$ cat config.mk
export PLATFORM = sky130hd
export DESIGN_NAME = asid_tlb
export DESIGN_NICKNAME = d
export VERILOG_FILES = /design/src/rtl/tlb_pkg.sv /design/src/rtl/tlb_entry_store.sv /design/src/rtl/tlb_victim_sel.sv /design/src/rtl/asid_tlb.sv
export SDC_FILE = /design/constraint.sdc
export NUM_CORES = 1
export LEC_CHECK = 0
export BUFFER_PORTS_ARGS = -buffer_cell sky130_fd_sc_hd__buf_4
export CORE_ASPECT_RATIO = 0.75
export CORE_UTILIZATION = 43
export DETAILED_ROUTE_END_ITERATION = 10
export GPL_TIMING_DRIVEN = 0
export PLACE_DENSITY_LB_ADDON = 0.05
export SLEW_MARGIN = 20
export SYNTH_ARGS = -nofsm -noshare
export SYNTH_HDL_FRONTEND = slang
export SYNTH_HIERARCHICAL = 1
export SYNTH_SLANG_ARGS = --single-unit
$ cat constraint.sdc
create_clock -name clk -period 7.6 [get_ports clk]
set_clock_uncertainty 0.05 [all_clocks]
set_input_delay 0 -clock clk [delete_from_list [all_inputs] [get_ports clk]]
set_output_delay 0 -clock clk [all_outputs]
set_load 0.02 [all_outputs]
$ cat src/rtl/tlb_pkg.sv
package tlb_pkg;
  // where a refill write was directed
  typedef enum logic [1:0] {
    FILL_MATCH = 2'd0,   // rewrite slot holding same tag/page
    FILL_FREE  = 2'd1,   // lowest empty slot
    FILL_RR    = 2'd2    // replacement pointer
  } tlb_fill_src_e;
endpackage

$ cat src/rtl/tlb_entry_store.sv
module tlb_entry_store #(
  parameter int N      = 8,
  parameter int ASID_W = 8,
  parameter int VPN_W  = 8,
  parameter int PFN_W  = 8,
  localparam int IDX_W = (N > 1) ? $clog2(N) : 1
) (
  input  logic              clk,
  input  logic              rst,
  input  logic [ASID_W-1:0] q_asid,
  input  logic [VPN_W-1:0]  q_vpn,
  input  logic [ASID_W-1:0] r_asid,
  input  logic [VPN_W-1:0]  r_vpn,
  input  logic              wr_en,
  input  logic [IDX_W-1:0]  wr_idx,
  input  logic [PFN_W-1:0]  wr_pfn,
  input  logic              flush,
  output logic [N-1:0]      hit_vec,
  output logic [N-1:0]      rf_match_vec,
  output logic [N-1:0]      valid_vec,
  output logic [PFN_W-1:0]  hit_pfn
);
  logic [N-1:0]      valid_q;
  logic [ASID_W-1:0] asid_q [N];
  logic [VPN_W-1:0]  vpn_q  [N];
  logic [PFN_W-1:0]  pfn_q  [N];

  // payload: no reset, single write port
  always_ff @(posedge clk) begin
    if (wr_en) begin
      asid_q[wr_idx] <= r_asid;
      vpn_q[wr_idx]  <= r_vpn;
      pfn_q[wr_idx]  <= wr_pfn;
    end
  end

  always_ff @(posedge clk) begin
    if (rst || flush) valid_q <= '0;
    else if (wr_en)   valid_q[wr_idx] <= 1'b1;
  end

  for (genvar g = 0; g < N; g++) begin : g_cmp
    assign hit_vec[g]      = valid_q[g] && (asid_q[g] == q_asid) && (vpn_q[g] == q_vpn);
    assign rf_match_vec[g] = valid_q[g] && (asid_q[g] == r_asid) && (vpn_q[g] == r_vpn);
  end

  always_comb begin
    hit_pfn = '0;
    for (int i = 0; i < N; i++)
      if (hit_vec[i]) hit_pfn = hit_pfn | pfn_q[i];
  end

  assign valid_vec = valid_q;

  // after a flush nothing is valid
  a_r6_flush_clears: assert property (@(posedge clk) disable iff (rst)
    flush |=> (valid_vec == '0));
  // in-place rewrite keeps tag/page pairs unique
  a_r7_single_hit: assert property (@(posedge clk) disable iff (rst)
    $onehot0(hit_vec));
  a_r7_single_rf_match: assert property (@(posedge clk) disable iff (rst)
    $onehot0(rf_match_vec));
endmodule

$ cat src/rtl/tlb_victim_sel.sv
module tlb_victim_sel
  import tlb_pkg::*;
#(
  parameter int N      = 8,
  localparam int IDX_W = (N > 1) ? $clog2(N) : 1
) (
  input  logic             clk,
  input  logic             rst,
  input  logic             fill_en,
  input  logic [N-1:0]     rf_match_vec,
  input  logic [N-1:0]     valid_vec,
  output logic [IDX_W-1:0] victim_idx,
  output tlb_fill_src_e    victim_src
);
  logic [IDX_W-1:0] ptr_q;
  logic [IDX_W-1:0] match_idx, free_idx;
  logic             match_found, free_found;

  always_comb begin
    match_found = 1'b0;
    match_idx   = '0;
    free_found  = 1'b0;
    free_idx    = '0;
    for (int i = N - 1; i >= 0; i--) begin
      if (rf_match_vec[i]) begin
        match_found = 1'b1;
        match_idx   = IDX_W'(i);
      end
      if (!valid_vec[i]) begin
        free_found = 1'b1;
        free_idx   = IDX_W'(i);
      end
    end
  end

  always_comb begin
    if (match_found) begin
      victim_idx = match_idx;
      victim_src = FILL_MATCH;
    end else if (free_found) begin
      victim_idx = free_idx;
      victim_src = FILL_FREE;
    end else begin
      victim_idx = ptr_q;
      victim_src = FILL_RR;
    end
  end

  always_ff @(posedge clk) begin
    if (rst) ptr_q <= '0;
    else if (fill_en) ptr_q <= (ptr_q == IDX_W'(N - 1)) ? '0 : ptr_q + 1'b1;
  end

  // pointer only moves on an accepted refill
  a_r8_ptr_hold: assert property (@(posedge clk) disable iff (rst)
    !fill_en |=> $stable(ptr_q));
  // the pointer is used only when every slot is occupied
  a_r8_free_first: assert property (@(posedge clk) disable iff (rst)
    (fill_en && victim_src == FILL_RR) |-> (&valid_vec));
  // a matching slot is always chosen over a free or pointed slot
  a_r7_match_wins: assert property (@(posedge clk) disable iff (rst)
    (fill_en && (|rf_match_vec)) |-> (victim_src == FILL_MATCH));
endmodule

$ cat src/rtl/asid_tlb.sv
module asid_tlb
  import tlb_pkg::*;
#(
  parameter int VA_W      = 16,
  parameter int PAGE_BITS = 8,
  parameter int ASID_W    = 8,
  parameter int PFN_W     = 8,
  parameter int N         = 8,
  localparam int VPN_W    = VA_W - PAGE_BITS,
  localparam int PA_W     = PFN_W + PAGE_BITS,
  localparam int IDX_W    = (N > 1) ? $clog2(N) : 1
) (
  input  logic              clk,
  input  logic              rst,
  input  logic              lk_valid,
  input  logic [VA_W-1:0]   lk_vaddr,
  input  logic [ASID_W-1:0] lk_asid,
  input  logic              rf_valid,
  input  logic [ASID_W-1:0] rf_asid,
  input  logic [VPN_W-1:0]  rf_vpn,
  input  logic [PFN_W-1:0]  rf_pfn,
  input  logic              flush,
  output logic              rsp_valid,
  output logic              rsp_hit,
  output logic [PA_W-1:0]   rsp_paddr
);
  logic [N-1:0]     hit_vec, rf_match_vec, valid_vec;
  logic [PFN_W-1:0] hit_pfn;
  logic [IDX_W-1:0] victim_idx;
  tlb_fill_src_e    victim_src;
  logic             fill_en;

  // flush wins over a refill in the same cycle
  assign fill_en = rf_valid && !flush;

  tlb_entry_store #(.N(N), .ASID_W(ASID_W), .VPN_W(VPN_W), .PFN_W(PFN_W)) u_store (
    .clk          (clk),
    .rst          (rst),
    .q_asid       (lk_asid),
    .q_vpn        (lk_vaddr[VA_W-1:PAGE_BITS]),
    .r_asid       (rf_asid),
    .r_vpn        (rf_vpn),
    .wr_en        (fill_en),
    .wr_idx       (victim_idx),
    .wr_pfn       (rf_pfn),
    .flush        (flush),
    .hit_vec      (hit_vec),
    .rf_match_vec (rf_match_vec),
    .valid_vec    (valid_vec),
    .hit_pfn      (hit_pfn)
  );

  tlb_victim_sel #(.N(N)) u_victim (
    .clk          (clk),
    .rst          (rst),
    .fill_en      (fill_en),
    .rf_match_vec (rf_match_vec),
    .valid_vec    (valid_vec),
    .victim_idx   (victim_idx),
    .victim_src   (victim_src)
  );

  always_ff @(posedge clk) begin
    if (rst) begin
      rsp_valid <= 1'b0;
      rsp_hit   <= 1'b0;
      rsp_paddr <= '0;
    end else begin
      rsp_valid <= lk_valid;
      rsp_hit   <= lk_valid && (|hit_vec);
      rsp_paddr <= (lk_valid && (|hit_vec)) ? {hit_pfn, lk_vaddr[PAGE_BITS-1:0]} : '0;
    end
  end

  // one response per request, one cycle later
  a_r2_resp_follows_req: assert property (@(posedge clk) disable iff (rst)
    lk_valid |=> rsp_valid);
  a_r2_no_spurious_resp: assert property (@(posedge clk) disable iff (rst)
    !lk_valid |=> !rsp_valid);
  // offset passes through untouched
  a_r3_offset_kept: assert property (@(posedge clk) disable iff (rst)
    rsp_hit |-> (rsp_paddr[PAGE_BITS-1:0] == $past(lk_vaddr[PAGE_BITS-1:0])));
  // misses report a zero address
  a_r4_miss_zero: assert property (@(posedge clk) disable iff (rst)
    (rsp_valid && !rsp_hit) |-> (rsp_paddr == '0));
  a_r2_hit_has_valid: assert property (@(posedge clk) disable iff (rst)
    rsp_hit |-> rsp_valid);
endmodule

=== After elaboration in Yosys (flattened, before gate mapping) ===
Memories as Yosys holds them, arrays and structs flattened.
Index checks and enable logic that the tools add are counted.

* Bits in registers: 29
* Latch bits: 0
* Bits in writable memories: 192
* ROM bits: 0
* Bits of input ports: 53
* Output and inout port bits: 18
* Logic and storage cells: 139
* Memories kept: 3

{| class="wikitable"
|+ Memories
! memory !! depth !! bits a word !! rd ports !! clocked after Yosys merged registers in !! wr ports !! RTL line !! text
|-
| u_store.asid_q || 8 || 8 || 8 || 0 || 1 || tlb_entry_store.sv:24 || <nowiki>logic [ASID_W-1:0] asid_q [N];</nowiki>
|-
| u_store.pfn_q || 8 || 8 || 8 || 0 || 1 || tlb_entry_store.sv:26 || <nowiki>logic [PFN_W-1:0] pfn_q [N];</nowiki>
|-
| u_store.vpn_q || 8 || 8 || 8 || 0 || 1 || tlb_entry_store.sv:25 || <nowiki>logic [VPN_W-1:0] vpn_q [N];</nowiki>
|}

* Add/subtract/negate cells: 1
* Multiply operators: 0
* Divide/modulo/power cells: 0
* Order comparisons: 2
* Equality and inequality tests: 33
* Shift-type cells: 0
* Muxes and demuxes: 47
* Bitwise logic cells: 9
* Reductions and logical operators: 39

{| class="wikitable"
|+ Operator list
! kind !! count
|-
| $eq A8 B8 Y1 || 32
|-
| $mux W8 || 8
|-
| $or A8 B8 Y8 || 8
|-
| $mux W3 || 19
|-
| $logic_and A1 B1 Y1 || 35
|-
| $mux W1 || 19
|-
| $reduce_or A8 Y1 || 1
|-
| $lt A3 B4 Y1 const B || 1
|-
| $add A3 B1 Y3 const B || 1
|-
| $demux W1 S3 || 1
|-
| $eq A3 B3 Y1 const B || 1
|-
| $ge A3 B1 Y1 const B || 1
|-
| $reduce_or A2 Y1 || 1
|-
| $logic_not A1 Y1 || 1
|-
| $logic_or A1 B1 Y1 || 1
|-
| $not A1 Y1 || 1
|}

=== Longest topological paths before layout ===
Gate-level depths: netlist (run 1).

* Word-level depth: 18
* Depth in mapped cells: 12
* Gate-level depth less buffers: 11

=== Cells and area by module ===
The synthesis (run 1) kept the hierarchy.

{| class="wikitable"
|+ By module, submodules not included
! module !! times used !! cells an instance !! area each (um2) !! seq. area each (um2)
|-
| tlb_entry_store || 1 || 710 || 9,678.0 || 5,925.7
|-
| asid_tlb || 1 || 60 || 685.7 || 360.3
|-
| tlb_victim_sel || 1 || 46 || 367.9 || 60.1
|}

=== Worst setup path after synthesis (run 1) ===
Ideal clock, no wire load.

* Kind: register to register
* Start: mem u_store.vpn_q[0][6]
* End: mem u_store.asid_q[0][0] (enable)
* Library setup time: 438 ps
* Arrival time: 3,796 ps
* Required time: 7,112 ps
* Slack: 3,316 ps
* Cell stages (with the launch flop): 11
* Buffers on the path: 0
* Period minus slack after synthesis: 4,284 ps
* Cells stage by stage: edfxtp_1 > xor2_1 > nor4_1 > nand4_1 > nor4_1 > or4_4 > a211oi_4 > nand2_2 > o221ai_2 > nand2b_1 > nor3_1

{| class="wikitable"
|+ RTL lines
! item !! RTL line
|-
| from (decl) || tlb_entry_store.sv:25
|-
| to (decl) || tlb_entry_store.sv:24
|}

=== Worst setup path after layout (run 1) ===
* Start: in rf_vpn[6]
* End: mem u_store.vpn_q[0][1] (enable)

* Elaborated cells between the ends (all ways): 33
* Classes of those cells: 8 x eq/ne; 17 x mux; 8 x reduce/logical

{| class="wikitable"
|+ RTL lines
! item !! RTL line !! text
|-
| from (decl) || asid_tlb.sv:20 || <nowiki>input logic [VPN_W-1:0] rf_vpn,</nowiki>
|-
| $eq A8 B8 Y1 * || tlb_entry_store.sv:44 || <nowiki>assign rf_match_vec[g] = valid_q[g] && (asid_q[g] == r_asid) && (vpn_q[g] == r_vpn);</nowiki>
|-
| $logic_and A1 B1 Y1 * || tlb_entry_store.sv:44 ||
|-
| via rf_match_vec[0] || asid_tlb.sv:27 || <nowiki>logic [N-1:0] hit_vec, rf_match_vec, valid_vec;</nowiki>
|-
| $mux W3 / $mux W1 (equally long branches) || tlb_victim_sel.sv:25 || <nowiki>if (rf_match_vec[i]) begin</nowiki>
|-
| $mux W3 * || tlb_victim_sel.sv:37 || <nowiki>if (match_found) begin</nowiki>
|-
| via victim_idx[0] || asid_tlb.sv:29 || <nowiki>logic [IDX_W-1:0] victim_idx;</nowiki>
|}

Mark *: on every way through the listed nets, which the timed path passes. The rest lies on a longest branch.

==> results.txt, run 1 <==
----------------------------------------------------
[Clocking]
  CTS tree ... yes
  Worst-path clk slew ... 0.06 ns
  Clock latency of the later-clocked register in the worst-skew pair ... 0.52 ns
  Clk sinks ... 221
  H-tree levels ... 1
  Cell at the root of the clock tree ... clkbuf_16
  Total setup buffers inserted after CTS ... 0
  Max Buffers Root-to-Sink ... 3
  Inserted Clock Buffers ... 24

[Timing]
  Final setup violating endpoints ... 0
  Unrepaired setup endpoints after global routing ... false
  Final Max Slew Viols ... 0
  Final TNS setup ... 0 ns
  Worst Tran Pin Value ... 1.10 ns
  Final Hold Violating Endpoints ... 0
  Worst Slack Setup Final ... 2.78 ns
  Peak Freq ... 208 MHz
  Share of the clock period used by the worst path after layout ... 0.634
  Final-layout worst hold slack ... 0.186 ns
  Final period demand of the worst path ... 4.82 ns
  Remaining max-slew budget at the tightest pin ... 0.259

[Floorplanning]
  Area of the die ... 25600 sq um
  Core footprint ... 24200 sq um
  Std-Cell Rows ... 49
  Die width ... 184 microns
  Effective utilization at floorplan ... 0.443
  Die Span Y ... 139 microns
  I/O pin total ... 71

[Pwr]
  Power Total ... 2630 uW
  P_sw ... 614 uW
  Clock share of power ... 0.414
  PD cells ... 203 nW/um^2
  Portion of total power attributed to combinational logic ... 0.081
  Worst voltage drop across the vdd grid ... 0.000174 V
  Leakage Power ... 0.00421 uW
  Sequential share of power ... 0.506
  Cell internal power dissipation ... 2020 uW
  Switching part of the total power ... 0.233

[GRT]
  Wire length of the first global-routing pass ... 50.9 mm
  Residual overflow from global routing ... 0
  Antenna violations before repair ... 1
  Maximum number of pins on one net before global-route repair ... 21
  Vias in the first global route ... 7142
  All-layer global routing usage ... 0.279

[Worst setup path]
  List of cells traversed by the critical path ... dlygate4sd3_1, buf_4, clkbuf_1, xor2_1, nor4_1, nand4_1, nor4_1, or4_4, a211oi_4, nand2_2, o221ai_2, nand2b_1, nor3_2, buf_6, buf_4
  Required time at the worst-slack endpoint ... 7.77 ns
  Critical path buffer and inverter count ... 5
  Critical path data arrival time ... 4.99 ns
  Register-to-Register Path Depth ... 12
  Startpoint-to-endpoint class of the critical path ... input port to register
  Largest fanout on the critical path ... 9
  Delay of the slowest critical-path stage ... 0.81 ns
  Endpoint kind of the worst setup timing path ... register
  Family of cells with the greatest summed delay on the critical path ... simple AND/OR/NAND/NOR gates
  Crit path depth ... 15
  Worst setup SP type ... input port
  Critical path's slowest cell ... nor4_1

[Synth]
  Mapped Cells ... 816
  Most used DFF post-synth ... edfxtp_1
  Mapped Nets ... 871
  Synthesized cell area ... 10700 sq um
  Sequential fraction of the synthesis area ... 0.591
  Count of distinct cell types in the synthesized netlist ... 46
  Number of enable-type register cells in the synthesized netlist ... 192
  Post-synth ARST share ... 0
  Post-Syn Area per Cell ... 13.2 sq um
  Yosys Warn Count ... 6
  Flip-flop and latch count after synthesis ... 221

[Detailed routing]
  DR WL/cell ... 27.2 microns
  Post-detailed-routing wire length ... 35.3 mm
  Number of nets with antenna violations after routing ... 0
  Violation count after the first detailed-route iteration ... 814
  First-pass iteration count of the detailed router ... 6
  DRC violation count after routing ... 0
  Drt via density ... 5.76
  Number of vias in the routed layout ... 7474

[Placement]
  Placed wire-length estimate ... 26.2 mm
  Final weighted congestion in routability-driven placement ... 0.942
  Number of port buffers ... 54
  Placed Instances ... 1216
  Pre-CTS setup slack ... 2.93 ns

[Cells and area]
  Register Area ... 6350 sq um
  ANT cells ... 0
  Post-Layout Cell Count ... 1298
  Multi-input gate area ... 4150 sq um
  Synth-to-Final Area Change ... 21.0%
  Layout Nets ... 1004
  Filler Cells Inserted ... 2083
  Ratio of cells with drive above 1 in the final layout ... 0.170

[Hold path]
  Worst min path class ... input port to register
  Hold Crit Depth ... 3

[Flow run]
  Number of maximum-capacitance constraint violations ... 0

[Status]
  Result of the run ... completed

----------------------------------------------------
## tightest hold or removal path, cell delays in order
cell and delay, ns:
dlygate4sd3_1 0.53, buf_4 0.13, nor2_1 0.04
## kinds of logic (layout without fill, tap and decap cells)
group                    after synthesis  in the layout  synth area share
flip-flops                           221            221             0.591
AO/OA/AOI/OAI                         57             57            0.0431
AND/OR/NAND/NOR                      211            211             0.125
XOR/XNOR                             247            247             0.202
buffers and inverters                 75            226            0.0340
multiplexers                           3              3           0.00280
adder cells (fa/ha/maj)                2              2           0.00233
## timing repair
| item | in CTS | in global routing |
|---|---|---|
| resized for setup | 0 | 0 |
| hold buffers | 38 | 0 |
| endpoints found under the hold margin | 218 | 0 |
## area by class of cell
type | instances | area share
flip-flops and latches | 221 | 0.489
multi-input cells | 520 | 0.320
repair buffers | 107 | 0.0768
clock buffers | 35 | 0.0518
well taps | 331 | 0.0319
plain buffers | 39 | 0.0177
inverters | 36 | 0.0104
clock inverters | 9 | 0.00308
## registers in the layout, summed over array words and instances, names as in the netlist
name	flops
rsp_hit	1
rsp_paddr	16
rsp_valid	1
u_store/asid_q	64
u_store/pfn_q	64
u_store/valid_vec	8
u_store/vpn_q	64
u_victim/ptr_q	3
## power by group through the flow
stage	Combinational, uW	Sequential [uW]	Clock [uW]
3_3_place_gp	188	1360	0
6_report	213	1330	1090
3_5_place_dp	192	1360	0
2_1_floorplan	106	1360	0
4_1_cts	208	1330	1110
5_1_grt	225	1330	1150
## per-layer routing
| layer | routed length, microns | GRT usage | vias up |
|---|---|---|---|
| met5 | 0 | 0 | - |
| met4 | 696 | 0.0548 | 0 |
| met3 | 3290 | 0.0504 | 50 |
| met2 | 14400 | 0.382 | 393 |
| met1 | 16800 | 0.454 | 3767 |
| li1 | - | - | 3264 |
## through the flow
step	area, sq um	utilization
2_1_floorplan	10700	-
3_3_place_gp	11600	0.477
3_5_place_dp	11900	0.489
4_1_cts	12900	0.535
5_1_grt	13000	0.536
6_report	13000	0.536
## synthesized netlist by cell type, types with 2 or more instances
library cell / instances / area [sq um]
xnor2_1: 169 / 1480
and3_1: 11 / 68.8
a21oi_1: 3 / 15.0
buf_2: 7 / 35.0
a222oi_1: 3 / 30.0
mux2i_1: 3 / 30.0
and2_1: 5 / 31.3
o21ai_0: 7 / 35.0
nand4_1: 65 / 407
nor2_1: 20 / 75.1
nor4_1: 21 / 131
inv_1: 35 / 131
ha_1: 2 / 25.0
a211oi_2: 9 / 113
and4_1: 11 / 96.3
buf_1: 3 / 11.3
o21a_1: 8 / 60.1
nand2b_1: 4 / 25.0
dfxtp_1: 29 / 581
edfxtp_1: 192 / 5770
xor2_1: 78 / 683
o22ai_1: 3 / 18.8
nor4_4: 4 / 85.1
or4_4: 2 / 22.5
nor4_2: 7 / 87.6
nand2_1: 17 / 63.8
nor3_1: 6 / 30.0
nand3_1: 26 / 130
buf_4: 6 / 45.0
or3_1: 8 / 50.1
a31oi_1: 10 / 62.6
clkbuf_1: 16 / 60.1
a211oi_1: 7 / 52.6
buf_6: 7 / 78.8
## final timing paths
kind	start	to	slack, ns
setup reg to reg	u_store/vpn_q[1][7]	u_store/vpn_q[0][1]	2.98
setup / recovery	rf_vpn[6]	u_store/vpn_q[0][1]	2.78
hold reg to reg	u_victim/ptr_q[1]	u_victim/ptr_q[1]	0.51
hold / removal	rst	u_victim/ptr_q[0]	0.19
## cells in the final DEF (no fill, tap or decap), types with 8 or more instances in the layout
| cell | synthesis | routed |
|---|---|---|
| edfxtp_1 | 192 | 192 |
| xnor2_1 | 169 | 169 |
| xor2_1 | 78 | 78 |
| buf_4 | 6 | 67 |
| nand4_1 | 65 | 65 |
| dlygate4sd3_1 | 0 | 38 |
| inv_1 | 35 | 35 |
| dfxtp_1 | 29 | 29 |
| nand3_1 | 26 | 26 |
| clkbuf_16 | 0 | 25 |
| clkbuf_1 | 16 | 25 |
| nor4_1 | 21 | 19 |
| nand2_1 | 17 | 17 |
| nor2_1 | 20 | 14 |
| and4_1 | 11 | 11 |
| and3_1 | 11 | 11 |
| a31oi_1 | 10 | 10 |
| nor4_4 | 4 | 9 |
| a211oi_2 | 9 | 9 |
| buf_6 | 7 | 8 |
| buf_2 | 7 | 8 |
| or3_1 | 8 | 8 |
| o21a_1 | 8 | 8 |
No activity file was read; power rests on OpenSTA's default activity.
==> inputs of run 2 (changes only) <==
==> constraint.sdc (replaced) <==
create_clock -name clk -period 4.36 [get_ports clk]
set_clock_uncertainty 0.05 [all_clocks]
set_input_delay 0 -clock clk [delete_from_list [all_inputs] [get_ports clk]]
set_output_delay 0 -clock clk [all_outputs]
set_load 0.02 [all_outputs]
==> results.txt, run 2 (synthesis gave the netlist of run 1 again) <==
----------------------------------------------------
[Worst setup path]
  Critical path's slowest cell ... nor4_1
  Crit path depth ... 9 (-6)
  R2R setup slack ... 0.21 ns (-2.77 ns)
  Most prevalent standard cell on the critical path ... nor4_1
  Family of cells with the greatest summed delay on the critical path ... simple AND/OR/NAND/NOR gates
  Reg-to-reg endpoint ... u_store/asid_q[6][7]
  Register-to-Register Path Depth ... 9 (-3)
  Startpoint-to-endpoint class of the critical path ... register to register
  Delay of the slowest critical-path stage ... 0.70 ns (-0.11 ns)
  List of cells traversed by the critical path ... xor2_1, nor4_1, nand4_1, nor4_1, nor2_1, a31oi_1, nand2_1, nor2_4, buf_16
  Largest fanout on the critical path ... 14 (+5)
  Startpoint of the lowest-slack register-to-register path ... u_store/asid_q[7][0]
  Required time at the worst-slack endpoint ... 4.54 ns (-3.23 ns)
  Critical path buffer and inverter count ... 1 (-4)
  Critical path data arrival time ... 4.33 ns (-0.66 ns)
  Worst setup SP type ... register
  Endpoint kind of the worst setup timing path ... register

[Detailed routing]
  DRC violation count after routing ... 0 (unchanged)
  Drt via density ... 5.76 (about the same)
  DR WL/cell ... 27.3 microns (+0.37%)
  Number of vias in the routed layout ... 7479 (+0.067%)
  Post-detailed-routing wire length ... 35.4 mm (+0.37%)
  Violation count after the first detailed-route iteration ... 1029 (+26%)
  Number of nets with antenna violations after routing ... 0 (unchanged)
  First-pass iteration count of the detailed router ... 5 (-1)

[Clocking]
  Max Buffers Root-to-Sink ... 3 (unchanged)
  Inserted Clock Buffers ... 24 (unchanged)
  Cell at the root of the clock tree ... clkbuf_16
  Worst-path clk slew ... 0.06 ns (about the same)
  Clk sinks ... 221 (unchanged)
  H-tree levels ... 1 (unchanged)
  CTS tree ... yes
  Clock latency of the later-clocked register in the worst-skew pair ... 0.52 ns (about the same)
  Total setup buffers inserted after CTS ... 0 (unchanged)

[Pwr]
  Power Total ... 4590 uW (+74%)
  PD cells ... 353 nW/um^2 (+74%)
  Worst voltage drop across the vdd grid ... 0.000289 V (+66%)
  Leakage Power ... 0.00420 uW (-0.10%)

[Floorplanning]
  I/O pin total ... 71 (unchanged)
  Effective utilization at floorplan ... 0.443 (unchanged)
  Die width ... 184 microns (unchanged)
  Core footprint ... 24200 sq um (unchanged)
  Area of the die ... 25600 sq um (unchanged)
  Die Span Y ... 139 microns (unchanged)
  Std-Cell Rows ... 49 (unchanged)

[Cells and area]
  Layout Nets ... 1003 (-0.10%)
  Registers with the most flip-flops ... u_store/asid_q x64, u_store/pfn_q x64, u_store/vpn_q x64
  Ratio of cells with drive above 1 in the final layout ... 0.174 (+0.00432)
  Filler Cells Inserted ... 2083 (unchanged)
  Register Area ... 6350 sq um (unchanged)
  Area of all placed cells without fillers ... 13000 sq um (+0.23%)
  Synth-to-Final Area Change ... 21.3%
  Multi-input gate area ... 4180 sq um (+0.75%)
  Leading cell type in the layout, fill and taps excluded ... edfxtp_1
  Most frequent cells in the layout ... edfxtp_1, xnor2_1, xor2_1, buf_4, nand4_1
  Layout Utilization ... 0.538 (+0.00124)

[Hold path]
  Worst min path class ... input port to register
  End point of the most critical hold path ... u_victim/ptr_q[0]
  Hold Crit Depth ... 3 (unchanged)
  Source of the worst hold timing path ... rst

[Timing]
  Worst Slack Setup Final ... 0.207 ns (-2.58 ns)
  Unrepaired setup endpoints after global routing ... false
  Final setup violating endpoints ... 0 (unchanged)
  Final period demand of the worst path ... 4.15 ns
  Peak Freq ... 241 MHz
  Remaining max-slew budget at the tightest pin ... 0.340 (+0.0806)
  Final-layout worst hold slack ... 0.181 ns (-0.00480 ns)
  Share of the clock period used by the worst path after layout ... 0.952
  Worst Tran Pin Value ... 0.982 ns (-0.120 ns)
  Final Max Slew Viols ... 0 (unchanged)
  Final Hold Violating Endpoints ... 0 (unchanged)

[GRT]
  Vias in the first global route ... 7147 (+0.070%)
  Wire length of the first global-routing pass ... 51.2 mm (+0.60%)
  Maximum number of pins on one net before global-route repair ... 21 (unchanged)
  Antenna violations before repair ... 1 (unchanged)
  All-layer global routing usage ... 0.282 (+0.00223)
  Residual overflow from global routing ... 0 (unchanged)

[Placement]
  Final weighted congestion in routability-driven placement ... 0.942 (unchanged)
  Number of port buffers ... 54 (unchanged)
  DP Area ... 11900 sq um (unchanged)
  Pre-CTS setup slack ... -0.307 ns (-3.24 ns)
  Placed wire-length estimate ... 26.2 mm (unchanged)

[Flow run]
  Number of maximum-capacitance constraint violations ... 0 (unchanged)

[Status]
  Result of the run ... completed

----------------------------------------------------
run 2: cell types whose count changed in the layout (fill, tap and decap cells not counted), sizes merged:
cell	previous run	this run
buf	92	91
diode	0	1
run 2: routing by layer:
layer  part of all wire  GRT usage  routed length [microns]  up-vias
li1                   -          -                        -     3256
met5                  0          0                        0        -
met2               0.41      0.385                    14500      413
met4              0.019     0.0526                      666        0
met3              0.099     0.0478                     3490       41
met1               0.47      0.461                    16700     3769
run 2: worst max path at each step:
stage,start,endpoint,slack (ns)
after detailed placement,rf_asid[3],u_store/vpn_q[0][3],-0.31
after global placement,rf_vpn[3],u_store/asid_q[1][2],-3.15
after floorplan,u_store/vpn_q[0][6],u_store/asid_q[0][0],0.08
final,u_store/asid_q[7][0],u_store/asid_q[6][7],0.21
after CTS,u_store/vpn_q[4][4],u_store/vpn_q[0][1],0.01
after global routing,u_store/asid_q[7][0],u_store/pfn_q[6][6],0.04
run 2: timing repair:
item	4_1_cts	5_1_grt
hold buffers	38	0
hold endpoints to repair	218	0
resized for setup	2	3
endpoints found under the setup margin	9	59
pin swaps	0	1
run 2: final cells by class:
cell class,count,share of cell area
Buffer,38,0.0174
Sequential cell,221,0.488
Inverter,36,0.0104
Clock inverter,9,0.00308
Clock buffer,35,0.0517
Timing Repair Buffer,107,0.0766
Multi-Input combinational cell,520,0.321
Tap cell,331,0.0318
Antenna cell,1,0.000192
run 2: worst min-delay path, stage by stage:
cell and delay (ns):
dlygate4sd3_1 0.53, buf_4 0.12, nor2_1 0.04
run 2: stage by stage:
stage | setup TNS [ns] | instances
finish | 0 | 1298
detailed placement | -9.05 | 1216
global route | 0 | 1297
global placement | -382.25 | 1201
CTS | 0 | 1298
floorplan | 0 | 816
run 2: where the power goes:
group,switching [uW],internal (uW),total (uW)
combinational,231,143,374
clock,832,1070,1900
sequential,9.02,2310,2320
==> inputs of run 3 (changes only) <==
--- a/config.mk
+++ b/config.mk
@@ -9,7 +9,7 @@
 export CORE_ASPECT_RATIO = 0.75
 export CORE_UTILIZATION = 43
 export DETAILED_ROUTE_END_ITERATION = 10
-export GPL_TIMING_DRIVEN = 0
+export GPL_TIMING_DRIVEN = 1
 export PLACE_DENSITY_LB_ADDON = 0.05
 export SLEW_MARGIN = 20
 export SYNTH_ARGS = -nofsm -noshare
==> results.txt, run 3 (synthesis gave the netlist of run 1 again) <==
----------------------------------------------------
[Status]
  Result of the run ... completed

[Pwr]
  PD cells ... 361 nW/um^2 (+2.4%)
  Worst voltage drop across the vdd grid ... 0.000242 V (-16%)
  Leakage Power ... 0.00419 uW (-0.28%)

[GRT]
  Antenna violations before repair ... 1 (unchanged)
  All-layer global routing usage ... 0.260 (-0.0221)
  Maximum number of pins on one net before global-route repair ... 26 (+24%)
  Residual overflow from global routing ... 0 (unchanged)
  Wire length of the first global-routing pass ... 47.7 mm (-6.8%)
  Vias in the first global route ... 7093 (-0.76%)

[Clocking]
  Cell at the root of the clock tree ... clkbuf_16
  Inserted Clock Buffers ... 24 (unchanged)
  CTS tree ... yes
  H-tree levels ... 1 (unchanged)
  Worst-path clk slew ... 0.06 ns (about the same)
  Max Buffers Root-to-Sink ... 3 (unchanged)
  Clk sinks ... 221 (unchanged)
  Clock latency of the later-clocked register in the worst-skew pair ... 0.52 ns (about the same)
  Count of instances resized after the clock tree is built ... 0 (-2)
  Total setup buffers inserted after CTS ... 0 (unchanged)

[Worst setup path]
  Critical path data arrival time ... 3.75 ns (-0.58 ns)
  Startpoint-to-endpoint class of the critical path ... register to register
  Largest fanout on the critical path ... 20 (+6)
  Required time at the worst-slack endpoint ... 4.53 ns (about the same)
  Endpoint kind of the worst setup timing path ... register
  Worst setup SP type ... register

[Timing]
  Final Hold Violating Endpoints ... 0 (unchanged)
  Final Max Slew Viols ... 0 (unchanged)
  Final period demand of the worst path ... 3.58 ns (-0.576 ns)
  Peak Freq ... 280 MHz (+16%)
  Final setup violating endpoints ... 0 (unchanged)
  Remaining max-slew budget at the tightest pin ... 0.291 (-0.0485)
  Share of the clock period used by the worst path after layout ... 0.820 (-0.132)
  Final TNS setup ... 0 ns (unchanged)
  Unrepaired setup endpoints after global routing ... false
  Worst Tran Pin Value ... 1.05 ns (+0.0730 ns)

[Cells and area]
  ANT cells ... 0 (-1)
  Ratio of cells with drive above 1 in the final layout ... 0.180 (+0.00571)
  Registers with the most flip-flops ... u_store/asid_q x64, u_store/pfn_q x64, u_store/vpn_q x64
  Layout Utilization ... 0.530 (-0.00785)
  Most frequent cells in the layout ... edfxtp_1, xnor2_1, buf_4, xor2_1, nand4_1
  Post-Layout Cell Count ... 1283 (-1.2%)
  Synth-to-Final Area Change ... 19.5%
  Leading cell type in the layout, fill and taps excluded ... edfxtp_1
  Layout Nets ... 989 (-1.4%)

[Detailed routing]
  DR WL/cell ... 25.2 microns (-7.5%)
  Highest Signal Layer ... met4
  Drt via density ... 5.60 (-2.8%)
  First-pass iteration count of the detailed router ... 7 (+2)
  Detail Route met2 WL ... 13.6 mm (-6.4%)
  DRC violation count after routing ... 0 (unchanged)
  Violation count after the first detailed-route iteration ... 753 (-27%)
  Detail Route met3 WL ... 2.33 mm (-33%)
  Post-detailed-routing wire length ... 32.3 mm (-8.6%)
  Number of vias in the routed layout ... 7184 (-3.9%)
  Number of nets with antenna violations after routing ... 0 (unchanged)
  M1 WL ... 15.9 mm (-5.2%)

[Floorplanning]
  Die width ... 184 microns (unchanged)
  I/O pin total ... 71 (unchanged)
  Area of the die ... 25600 sq um (unchanged)
  Effective utilization at floorplan ... 0.443 (unchanged)
  Core footprint ... 24200 sq um (unchanged)
  Die Span Y ... 139 microns (unchanged)
  Std-Cell Rows ... 49 (unchanged)

[Flow run]
  Number of maximum-capacitance constraint violations ... 0 (unchanged)

[Hold path]
  Worst min path class ... input port to register

[Placement]
  Placed Instances ... 1203 (-1.1%)
  Number of port buffers ... 70 (+30%)
  Final weighted congestion in routability-driven placement ... 0.870 (-7.6%)
  Placed wire-length estimate ... 21.3 mm (-19%)

----------------------------------------------------
## run 3: worst paths after layout
path	slack (ns)	from	end	cells after the start
worst max-delay path	0.78	u_store/vpn_q[3][3]	u_store/pfn_q[4][5]	11
worst min-delay path	0.01	rf_valid	u_victim/ptr_q[1]	4
worst max register to register	0.78	u_store/vpn_q[3][3]	u_store/pfn_q[4][5]	11
worst min register to register	0.54	u_victim/ptr_q[1]	u_victim/ptr_q[1]	2
## run 3: area by class of cell
class / count / area (sq um)
fillers: 2092 / 11400
flip-flops and latches: 221 / 6350
multi-input cells: 520 / 4080
repair buffers: 131 / 1090
clock buffers: 36 / 718
well taps: 331 / 414
inverters: 36 / 135
clock inverters: 8 / 41.3
## run 3: critical path: stages, from the launching register on
cell and delay [ns]:
edfxtp_1 0.41, xor2_1 0.18, nor4_1 0.44, nand4_1 0.14
nor4_1 0.53, or4_4 0.29, nor4_4 0.05, a22oi_1 0.21
o21ai_2 0.14, nand2b_1 0.22, nor2_2 0.35, buf_12 0.23
## run 3: what timing repair did
action	in CTS	in global routing
endpoints found under the setup margin	0	0
hold endpoints to repair	211	0
hold buffers	35	0
## run 3: power breakdown
| part | internal [uW] | total [uW] | switching [uW] |
|---|---|---|---|
| clock | 1140 | 1960 | 826 |
| combinational | 136 | 351 | 215 |
| sequential | 2310 | 2320 | 9.34 |
## run 3: per-stage QoR
stage	area, sq um	total power [uW]	hold WS [ns]	setup slack [ns]
after global routing	12800	4770	0.0153	0.667
after global placement	11700	2690	0.147	1.07
after floorplan	10700	2550	0.0224	0.0764
after detailed placement	11700	2690	0.155	0.851
final	12800	4630	0.00967	0.783
after CTS	12800	4670	0.00460	0.839
## run 3: layer usage
metal	GRT usage	vias up
li1	-	3212
met3	0.0391	42
met1	0.412	3635
met2	0.369	295
met5	0	-
met4	0.0575	0
